**src/rtl/ptw_walker.sv**
```systemverilog
module ptw_walker #(
  parameter int MID_W = 4
) (
  input  logic             clk,
  input  logic             rst_n,
  input  logic             en,
  input  logic [31:0]      tbl_base,
  input  logic             req_valid,
  output logic             req_ready,
  input  logic [31:0]      req_va,
  input  logic [MID_W-1:0] req_mid,
  output logic             mem_rd_valid,
  input  logic             mem_rd_ready,
  output logic [31:0]      mem_rd_addr,
  input  logic             mem_rsp_valid,
  input  logic [31:0]      mem_rsp_data,
  output logic             xl_valid,
  input  logic             xl_ready,
  output logic [31:0]      xl_pa,
  output logic [3:0]       xl_aci,
  output logic [31:0]      xl_pte,
  output logic [1:0]       xl_fault,
  output logic [31:0]      xl_va,
  output logic [MID_W-1:0] xl_mid
);
  localparam int OFF_W   = 12;
  localparam int PG_W    = 8;
  localparam int DIR_W   = 32 - OFF_W - PG_W;
  localparam int ENT_SH  = 2;
  localparam int PTB_LSB = 10;
  localparam logic [1:0] FLT_NONE = 2'b00;
  localparam logic [1:0] FLT_DIR  = 2'b01;
  localparam logic [1:0] FLT_PG   = 2'b10;

  typedef enum logic [2:0] {S_IDLE, S_RD_DIR, S_WT_DIR, S_RD_PG, S_WT_PG, S_DONE, S_FLT} st_t;
  st_t st;

  logic [31:0]      va_q, addr_q, pte_q;
  logic [MID_W-1:0] mid_q;
  logic [1:0]       flt_q;
  logic             pass_q;

  logic [31:0] dir_off, pg_off;
  assign dir_off = {{(32-DIR_W-ENT_SH){1'b0}}, req_va[31 -: DIR_W], {ENT_SH{1'b0}}};
  assign pg_off  = {{(32-PG_W-ENT_SH){1'b0}}, va_q[OFF_W +: PG_W], {ENT_SH{1'b0}}};

  always_ff @(posedge clk or negedge rst_n) begin
    if (!rst_n) begin
      st     <= S_IDLE;
      va_q   <= '0;
      addr_q <= '0;
      pte_q  <= '0;
      mid_q  <= '0;
      flt_q  <= FLT_NONE;
      pass_q <= 1'b0;
    end else begin
      case (st)
        S_IDLE: if (req_valid) begin
          va_q   <= req_va;
          mid_q  <= req_mid;
          pte_q  <= '0;
          flt_q  <= FLT_NONE;
          pass_q <= !en;
          addr_q <= tbl_base + dir_off;
          st     <= en ? S_RD_DIR : S_DONE;
        end
        S_RD_DIR: if (mem_rd_ready) st <= S_WT_DIR;
        S_WT_DIR: if (mem_rsp_valid) begin
          if (mem_rsp_data[1:0] == 2'b01) begin
            addr_q <= {mem_rsp_data[31:PTB_LSB], {PTB_LSB{1'b0}}} + pg_off;
            st     <= S_RD_PG;
          end else begin
            flt_q <= FLT_DIR;
            st    <= S_FLT;
          end
        end
        S_RD_PG: if (mem_rd_ready) st <= S_WT_PG;
        S_WT_PG: if (mem_rsp_valid) begin
          if (mem_rsp_data[1]) begin
            pte_q <= mem_rsp_data;
            st    <= S_DONE;
          end else begin
            flt_q <= FLT_PG;
            st    <= S_FLT;
          end
        end
        S_DONE, S_FLT: if (xl_ready) st <= S_IDLE;
        default: st <= S_IDLE;
      endcase
    end
  end

  assign req_ready    = (st == S_IDLE);
  assign mem_rd_valid = (st == S_RD_DIR) || (st == S_RD_PG);
  assign mem_rd_addr  = addr_q;
  assign xl_valid     = (st == S_DONE) || (st == S_FLT);
  assign xl_pa        = (st == S_FLT) ? 32'd0 :
                        pass_q ? va_q : {pte_q[31:OFF_W], va_q[OFF_W-1:0]};
  assign xl_aci       = pte_q[7:4];
  assign xl_pte       = pte_q;
  assign xl_fault     = flt_q;
  assign xl_va        = va_q;
  assign xl_mid       = mid_q;

  assert_busy_blocks_R2: assert property (@(posedge clk) disable iff (!rst_n)
    xl_valid |-> (!req_ready && !mem_rd_valid));

  assert_rd_hold_R10: assert property (@(posedge clk) disable iff (!rst_n)
    (mem_rd_valid && !mem_rd_ready) |=> (mem_rd_valid && $stable(mem_rd_addr)));

  assert_result_hold_R10: assert property (@(posedge clk) disable iff (!rst_n)
    (xl_valid && !xl_ready) |=> (xl_valid && $stable(xl_pa) && $stable(xl_fault) && $stable(xl_va)));

  assert_fault_zero_R8: assert property (@(posedge clk) disable iff (!rst_n)
    (xl_valid && xl_fault != FLT_NONE) |-> (xl_pa == 32'd0 && xl_pte == 32'd0));

  assert_fault_code_R6: assert property (@(posedge clk) disable iff (!rst_n)
    xl_valid |-> $onehot0(xl_fault));

  assert_pte_usable_R7: assert property (@(posedge clk) disable iff (!rst_n)
    (xl_valid && xl_fault == FLT_NONE && xl_pte != 32'd0) |-> xl_pte[1]);
endmodule

```
**config.mk**
```make
export PLATFORM = sky130hd
export DESIGN_NAME = ptw_walker
export DESIGN_NICKNAME = d
export VERILOG_FILES = /design/src/rtl/ptw_walker.sv
export SDC_FILE = /design/constraint.sdc
export NUM_CORES = 1
export LEC_CHECK = 0
export BUFFER_PORTS_ARGS = -buffer_cell sky130_fd_sc_hd__buf_2
export CORE_MARGIN = 2
export CORE_UTILIZATION = 35
export CTS_CLUSTER_SIZE = 30
export DETAILED_ROUTE_END_ITERATION = 8
export HOLD_SLACK_MARGIN = 0.1
export PLACE_DENSITY_LB_ADDON = 0.12
export REMOVE_ABC_BUFFERS = 1
export SLEW_MARGIN = 20
export SYNTH_ARGS = -nofsm -noshare
export SYNTH_HDL_FRONTEND = slang
export SYNTH_SLANG_ARGS = --single-unit
```
**constraint.sdc**
```tcl
create_clock -name clk -period 2.44 [get_ports clk]
set_input_delay 0.488 -clock clk [delete_from_list [all_inputs] [get_ports clk]]
set_output_delay 0.488 -clock clk [all_outputs]
set_load 0.01 [all_outputs]
```
# After elaboration in Yosys (flattened, before gate mapping)
# Cells that the tools add are included.
[totals]
ff_bits = 106
in_bits = 107
word_cells = 65
[classes]
add_sub_neg = 2
n_eq_ne = 17
n_mux = 26
reduce_logical = 13
[op_table]
columns = ["op", "count"]
rows = [
  ["$mux W32", 8],
  ["$pmux W32 S2", 2],
  ["$add A32 B10 Y32", 1],
  ["$add A32 B14 Y32", 1],
  ["$mux W3", 8],
  ["$ne A2 B2 Y1 const B", 10],
  ["$pmux W3 S6", 1],
  ["$mux W2", 6],
  ["$reduce_and A6 Y1", 2],
  ["$eq A3 B3 Y1 const B", 3],
  ["$reduce_and A4 Y1", 2],
  ["$eq A3 B2 Y1 const B", 2],
  ["$pmux W2 S3", 1],
  ["$reduce_bool A2 Y1", 2],
  ["$eq A3 B1 Y1 const B", 1],
  ["$logic_not A3 Y1", 1],
  ["$reduce_bool A3 Y1", 1],
  ["$eq A2 B1 Y1 const B", 1],
  ["$logic_or A1 B1 Y1", 2],
  ["$reduce_and A2 Y1", 1],
  ["$reduce_or A2 Y1", 1],
  ["$logic_not A1 Y1", 1],
]

# Depth between registers and ports, before layout
# Gate-level depths: netlist of run 1.
[logic_depth]
depth_word = 4
ltp_mapped = 9
ltp_nobuf = 8

# Worst setup path before layout of run 1
# No wires, ideal clock.
[synth_timing]
path_type = "in2reg"
start = "input tbl_base[2]"
end = "register addr_q[12], in the netlist mem_rd_addr[12]"
setup_ns = 0.127
arrival_ns = 2.263
t_required_ns = 2.313
path_slack_ns = 0.050
path_stages = 9
path_cell_list = "ha_1 fa_1 a21oi_1 o211ai_2 a221oi_2 buf_6 o21ai_0 mux2i_1 nand3_1"
[synth_between]
elab_chain_len = 3
[synth_rtl]
columns = ["item", "line", "rtl"]
rows = [
  ["start: declaration", "7", "input logic [31:0] tbl_base,"],
  ["$add A32 B14 Y32", "64", "addr_q <= tbl_base + dir_off;"],
  ["$mux W32", "58", "S_IDLE: if (req_valid) begin"],
  ["$pmux W32 S2", "57", "case (st)"],
  ["end signal: assignment", "64", ""],
  ["end signal: assignment", "70", "addr_q <= {mem_rsp_data[31:PTB_LSB], {PTB_LSB{1'b0}}} + pg_off;"],
  ["end: declaration", "38", "logic [31:0] va_q, addr_q, pte_q;"],
]
# Every way passes these cells. The select of a mux whose other input is x is not followed.
# A chain may end at the register's enable or synchronous reset.

# Worst setup path after layout of run 1
[layout_timing]
start = "input req_va[20]"
end = "register addr_q[22], in the netlist mem_rd_addr[22]"
[layout_between]
elab_chain_len = 3
[layout_rtl]
columns = ["item", "line", "rtl"]
rows = [
  ["start: declaration", "10", "input logic [31:0] req_va,"],
  ["$add A32 B14 Y32", "64", ""],
  ["$mux W32", "58", ""],
  ["$pmux W32 S2", "57", ""],
]
# Every way passes these cells. The select of a mux whose other input is x is not followed.

==> impl_metrics.yaml, run 1 <==
outcome:
  status: "completed"
routing:
  routed_wl_um: 19800
  drtAntennaViolNets: 0
  drtPass1Iterations: 5
  num_vias: 5645
  drcViolationCount: 0
  wl_per_cell_um: 18.1
  drt_iter0_drc: 316
  viasPerCell: 5.15
worst_setup_path:
  path_class: "in -> reg"
  crit_path_top_delay_cell: "fa_1"
  path_buf_inv: 2
  slowest_delay_ns: 0.43
  rr_worst_depth: 8
  critPathMaxFanout: 7
  rrSetupSlack_ns: 0.40
  cp.depth: 10
  arrival_ns: 2.49
  critPathTopFamily: "compound AO/OA/AOI/OAI gates"
  critPathCapture: "mem_rd_addr[22]"
  r2r-start: "st[0]"
  required_ns: 2.64
  worstPathCellList: "buf_2, ha_1, fa_1, a21oi_1, o211ai_2, a221oi_2, buf_4, a2111oi_2, xnor2_1, o22ai_1"
  cp-startpoint: "req_va[20]"
  cp-start-kind: "input port"
  worstSetupEndpointType: "flip-flop"
  r2r-end: "mem_rd_addr[16]"
final_layout:
  register_area_mm2: 0.00265
  final_area_mm2: 0.00774
  fillers: 1651
  fin_nets: 990
  area_growth_pct: 33.6
  multi_input_comb_area_mm2: 0.00290
  drive_above_1_share: 0.368
clock_network:
  cts.path.max_buffers: 2
  cts.sinks: 106
  cts_tree: "built"
  cts_htree_levels: 3
  clockRootBuffer: "clkbuf_16"
  clkLatencyLatePin_ns: 0.35
  clk_pin_slew_ns: 0.07
  cts_buffers: 9
yosys:
  ys_types: 63
  ys_top_cells_by_area: "dfrtp_1, nand2_1, a22o_1"
  synth_edf_count: 0
  synth_ff_type: "dfrtp_1"
  ys_top_cells_by_count: "nand2_1, dfrtp_1, nor2_1"
  synth_top_area_share: 0.458
  async_flop_share: 1.00
  yosys_warnings: 0
  ys_ff_latch: 106
  synth_cells: 625
  synthesis.area_mm2: 0.00579
  synth_top_area_cell: "dfrtp_1"
  seq_area_frac_synth: 0.458
  yosysMostFrequentCell: "nand2_1"
  avgSynthCellArea_um2: 9.27
floorplan:
  io_pins: 248
  die_height_um: 133
  core_area_mm2: 0.0164
  start_util: 0.353
  die_w_um: 133
  rows: 47
  dieArea_mm2: 0.0176
timing:
  hold_viol_final: 0
  worst_hold_slack_ns: 0.323
  finalSetupViolCount: 0
  fmax_mhz: 437
  rsz0062_at_grt: "no"
  final_max_slew_viol_count: 0
  tightest_slew_ns: 1.09
  period_needed_ns: 2.29
  clock_skew_ns: 0.00944
  period_share: 0.937
  maxSlewHeadroom: 0.274
global_route:
  grt_pass1_wl_um: 31400
  met3_usage: 0.0498
  antenna_found_initial: 1
  gr-usage-met1: 0.297
  grt_pass1_vias: 5675
  use_met2: 0.375
  grt.busiest_layer: "met2"
  grt_max_degree: 62
  gr-usage-all-layers: 0.228
  gr-total-overflow: 0
power_and_ir_drop:
  total_power_w: 0.00925
  ir_worst_vdd_mv: 0.454
  p_leak_nw: 3.98
  p_per_area_mw_per_mm2: 1200
place:
  post_dp_cell_area_mm2: 0.00742
  io_buffers: 247
  dp_hpwl_um: 14800
  place.gp.congestion: 0.893
job:
  maxCapViolCount: 0
min_path:
  hp-class: "in -> reg"
-- power breakdown --
part           internal (W)  switching, W  total (W)  leakage (nW)
combinational       0.00199       0.00262    0.00461          2.52
clock              0.000826      0.000659    0.00149         0.143
sequential          0.00256      0.000585    0.00315          1.32
-- cells in the final DEF (no fill, tap or decap), types with 6 or more instances in the layout --
cell type,instances
buf_4,26
and3_1,8
buf_12,6
nor2_1,51
nand3_1,12
buf_2,246
xnor2_1,25
inv_1,9
o22ai_1,15
a2111oi_2,6
a21oi_1,31
nand2_1,139
ha_1,12
a31oi_1,9
mux2i_1,23
dfrtp_1,106
nor2b_1,15
clkbuf_16,9
o21ai_0,9
a22o_1,33
a311oi_1,7
-- stage by stage --
step / cells / util / setup TNS, ns / setup slack (ns)
after floorplan: 579 / - / -10.03 / -0.603
after global placement: 1078 / 0.452 / -1.79 / -0.182
after detailed placement: 1078 / 0.452 / -2.15 / -0.218
after CTS: 1095 / 0.471 / 0 / 0.0748
after global routing: 1096 / 0.472 / 0 / 0.0113
final: 1096 / 0.472 / 0 / 0.153
-- layer usage --
layer,routed length (um),part of all wire
met2,9390,0.47
met3,1270,0.064
met4,344,0.017
met5,0,0
met1,8840,0.45
-- cells by family (layout without fill, tap and decap cells) --
| kind of cell | Yosys count | count (layout) | share of synthesized area |
|---|---|---|---|
| AO/OA/AOI/OAI | 147 | 147 | 0.195 |
| AND/OR/NAND/NOR | 253 | 253 | 0.191 |
| adder cells (fa/ha/maj) | 13 | 13 | 0.0294 |
| other | 0 | 1 | 0 |
| buffers and inverters | 57 | 307 | 0.0471 |
| multiplexers | 24 | 24 | 0.0417 |
| flip-flops | 106 | 106 | 0.458 |
| XOR/XNOR | 25 | 25 | 0.0378 |
-- worst reg2reg max path: stages (launching register included) --
cell	delay, ns
dfrtp_1	0.41
buf_4	0.19
nor2_1	0.27
and2_2	0.36
o22a_2	0.20
buf_12	0.19
and3_1	0.20
a21oi_1	0.05
o211ai_1	0.08
-- worst min-delay path by stage --
| stage | start | to | slack, ns | cells past startpoint |
|---|---|---|---|---|
| floorplan | rst_n | mem_rd_addr[0] | 0.19 | 0 |
| global placement | rst_n | xl_pte[9] | 0.38 | 1 |
| detailed placement | rst_n | xl_pte[9] | 0.38 | 1 |
| CTS | req_va[17] | xl_va[17] | 0.31 | 3 |
| global route | req_mid[0] | xl_mid[0] | 0.31 | 3 |
| finish | req_va[17] | xl_va[17] | 0.32 | 3 |
-- timing repair --
| action | CTS | global route |
|---|---|---|
| setup buffers | 0 | 0 |
| hold buffers | 1 | 0 |
| hold endpoints to repair | 16 | 0 |
| endpoints found under the setup margin | 0 | 23 |
| resized for setup | 0 | 1 |
-- registers in the layout (all words and copies together) (netlist names) --
signal / count
mem_rd_addr: 32
pass_q: 1
st: 3
xl_fault: 2
xl_mid: 4
xl_pte: 32
xl_va: 32
-- area by class of cell --
cell class	count	share of cell area
Timing Repair Buffer	280	0.203
Clock inverter	4	0.00663
Sequential cell	106	0.343
Clock buffer	12	0.0319
Multi-Input combinational cell	462	0.375
Tap cell	220	0.0356
Inverter	11	0.00534
Antenna cell	1	0.000323
Note: power is estimated with default switching activity, not from simulation.
==> inputs of run 2 (changes only) <==
--- a/config.mk
+++ b/config.mk
@@ -7,6 +7,8 @@
 export LEC_CHECK = 0
 export BUFFER_PORTS_ARGS = -buffer_cell sky130_fd_sc_hd__buf_2
+export CELL_PAD_IN_SITES_DETAIL_PLACEMENT = 2
+export CELL_PAD_IN_SITES_GLOBAL_PLACEMENT = 2
 export CORE_MARGIN = 2
-export CORE_UTILIZATION = 35
+export CORE_UTILIZATION = 27
 export CTS_CLUSTER_SIZE = 30
 export DETAILED_ROUTE_END_ITERATION = 8
==> constraint.sdc (replaced) <==
create_clock -name clk -period 2.44 [get_ports clk]
set_input_delay 0.244 -clock clk [delete_from_list [all_inputs] [get_ports clk]]
set_output_delay 0.244 -clock clk [all_outputs]
set_load 0.01 [all_outputs]
==> run 2 against run 1 <==
Compared with the run above: total power is 3.7% higher; setup slack worse by 0.030 ns; cell area is 6.3% higher; register-to-register slack worse by 0.09 ns; count of clock-buffer cells in the layout is 2 lower; critical path depth is 1 higher; sequential cell count stayed put; non-clock buffer count is 37 higher; die area is 29% higher; clock power is 4% higher; wire length is 24% higher; fmax is 1.3% lower; critical endpoint is now mem_rd_addr[18].
==> impl_metrics.yaml, run 2 (synthesized netlist as in run 1, its figures left out) <==
worst_setup_path:
  path_class: "in -> reg"
  slowest_delay_ns: 0.55
  worstPathCellList: "dlygate4sd3_1, buf_2, ha_4, a21oi_1, a21oi_2, buf_4, a21oi_2, buf_6, a2111oi_2, xnor2_1, o22ai_1"
  crit_path_top_delay_cell: "dlygate4sd3_1"
  rr_worst_depth: 6
  critPathMaxFanout: 9
  r2r-start: "st[0]"
  arrival_ns: 2.56
  cp-startpoint: "req_va[28]"
  cpMostUsedCell: "a21oi_2"
  required_ns: 2.68
  r2r-end: "mem_rd_addr[24]"
  cp-start-kind: "input port"
  worstSetupEndpointType: "flip-flop"
  rrSetupSlack_ns: 0.31
routing:
  drt_iter0_drc: 123
  viasPerCell: 5.00
  wl_per_cell_um: 20.7
  num_vias: 5939
  drcViolationCount: 0
  wl_met1_um: 10800
  met3_length_um: 1020
  top_layer_used: "met5"
  drtAntennaViolNets: 0
  drtPass1Iterations: 4
  wl_met2_um: 12400
  routed_wl_um: 24600
timing:
  final_max_slew_viol_count: 0
  maxSlewHeadroom: 0.304
  worst_slack_ns: 0.123
  period_needed_ns: 2.32
  clock_skew_ns: 0.00658
  tightest_slew_ns: 1.04
  period_share: 0.950
  finalSetupViolCount: 0
  hold_viol_final: 0
  rsz0062_at_grt: "no"
  worst_hold_slack_ns: 0.112
  fmax_mhz: 432
clock_network:
  cts_tree: "built"
  clk_pin_slew_ns: 0.08
  cts.sinks: 106
  clockRootBuffer: "clkbuf_16"
  clkLatencyLatePin_ns: 0.36
  cts_buffers: 9
  cts_htree_levels: 3
  cts.path.max_buffers: 2
outcome:
  status: "completed"
final_layout:
  final_util: 0.391
  n_antenna_cell: 0
  area_growth_pct: 42.0
  final_cell_mix: "buf_2, nand2_1, dfrtp_1"
  drive_above_1_share: 0.359
  instances_no_fill: 1187
  mostFrequentLayoutCell: "buf_2"
  fin_nets: 1027
floorplan:
  io_pins: 248
  dieArea_mm2: 0.0226
  die_height_um: 150
  start_util: 0.276
  core_area_mm2: 0.0210
  die_w_um: 150
  rows: 53
global_route:
  gr-usage-all-layers: 0.221
  grt_pass1_wl_um: 38400
  gr-total-overflow: 0
  grt_max_degree: 49
  grt_pass1_vias: 6468
  antenna_found_initial: 1
place:
  io_buffers: 247
  pre_cts_slack_ns: -0.0797
  place.gp.congestion: 0.781
  place_inst: 1133
  dp_hpwl_um: 18800
power_and_ir_drop:
  total_power_w: 0.00959
  p_per_area_mw_per_mm2: 1170
  ir_worst_vdd_mv: 0.351
  p_leak_nw: 4.13
job:
  maxCapViolCount: 0
min_path:
  hp-class: "in -> reg"
  hold_start: "req_va[27]"
  min_to: "xl_va[27]"
  holdPathStages: 3
==> run 2: cell types whose count changed in the layout (fill, tap and decap cells not counted), sizes merged <==
cell | before | now
clkbuf | 12 | 10
clkinv | 3 | 5
clkinvlp | 1 | 0
diode | 1 | 0
dlygate4sd3 | 1 | 38
inv | 10 | 11
==> run 2: per-layer routing <==
layer  up-vias  global-route usage
met2       158               0.384
met1      3004               0.289
li1       2753                   -
met4         2              0.0571
met3        22              0.0294
met5         -                   0
==> run 2: area by class of cell <==
cell class / count / area [um2]
multi-input cells: 462 / 2990
repair buffers: 317 / 1890
flip-flops and latches: 106 / 2650
inverters: 11 / 41.3
well taps: 275 / 344
fillers: 2349 / 12800
clock inverters: 6 / 76.3
clock buffers: 10 / 229
==> run 2: report_power, final <==
| part | total (W) | internal (W) | switching (W) |
|---|---|---|---|
| Combinational | 0.00488 | 0.00202 | 0.00285 |
| Sequential | 0.00317 | 0.00256 | 0.000607 |
| Clock | 0.00155 | 0.000813 | 0.000735 |
| Total | 0.00959 | 0.00540 | 0.00419 |
==> run 2: metrics by stage <==
step / instance area (um2) / setup TNS [ns]
6_report: 8230 / 0
5_1_grt: 8230 / 0
4_1_cts: 8130 / 0
3_5_place_dp: 7440 / -0.285
3_3_place_gp: 7440 / -0.0108
2_1_floorplan: 5560 / -9.49
==> run 2: worst max path at each step <==
stage	endpoint	slack, ns	depth (start not counted)
2_1_floorplan	mem_rd_addr[21]	-0.60	6
5_1_grt	mem_rd_addr[18]	0.02	11
4_1_cts	mem_rd_addr[20]	0.02	11
3_3_place_gp	mem_rd_addr[12]	-0.01	10
6_report	mem_rd_addr[18]	0.12	11
3_5_place_dp	mem_rd_addr[12]	-0.08	10
==> run 2: worst max-delay path: cells and delay by family <==
| family | cells | cell delay (ns) |
|---|---|---|
| buf+inv | 4 | 1.03 |
| compound gates | 5 | 0.82 |
| fa+ha+maj | 1 | 0.29 |
| xor+xnor | 1 | 0.17 |
==> run 2: what timing repair did <==
item / 4_1_cts / 5_1_grt
endpoints found under the setup margin: 0 / 16
buffers inserted: 0 / 0
gates resized for setup: 0 / 13
endpoints found under the hold margin: 82 / 0
hold buffers: 38 / 0
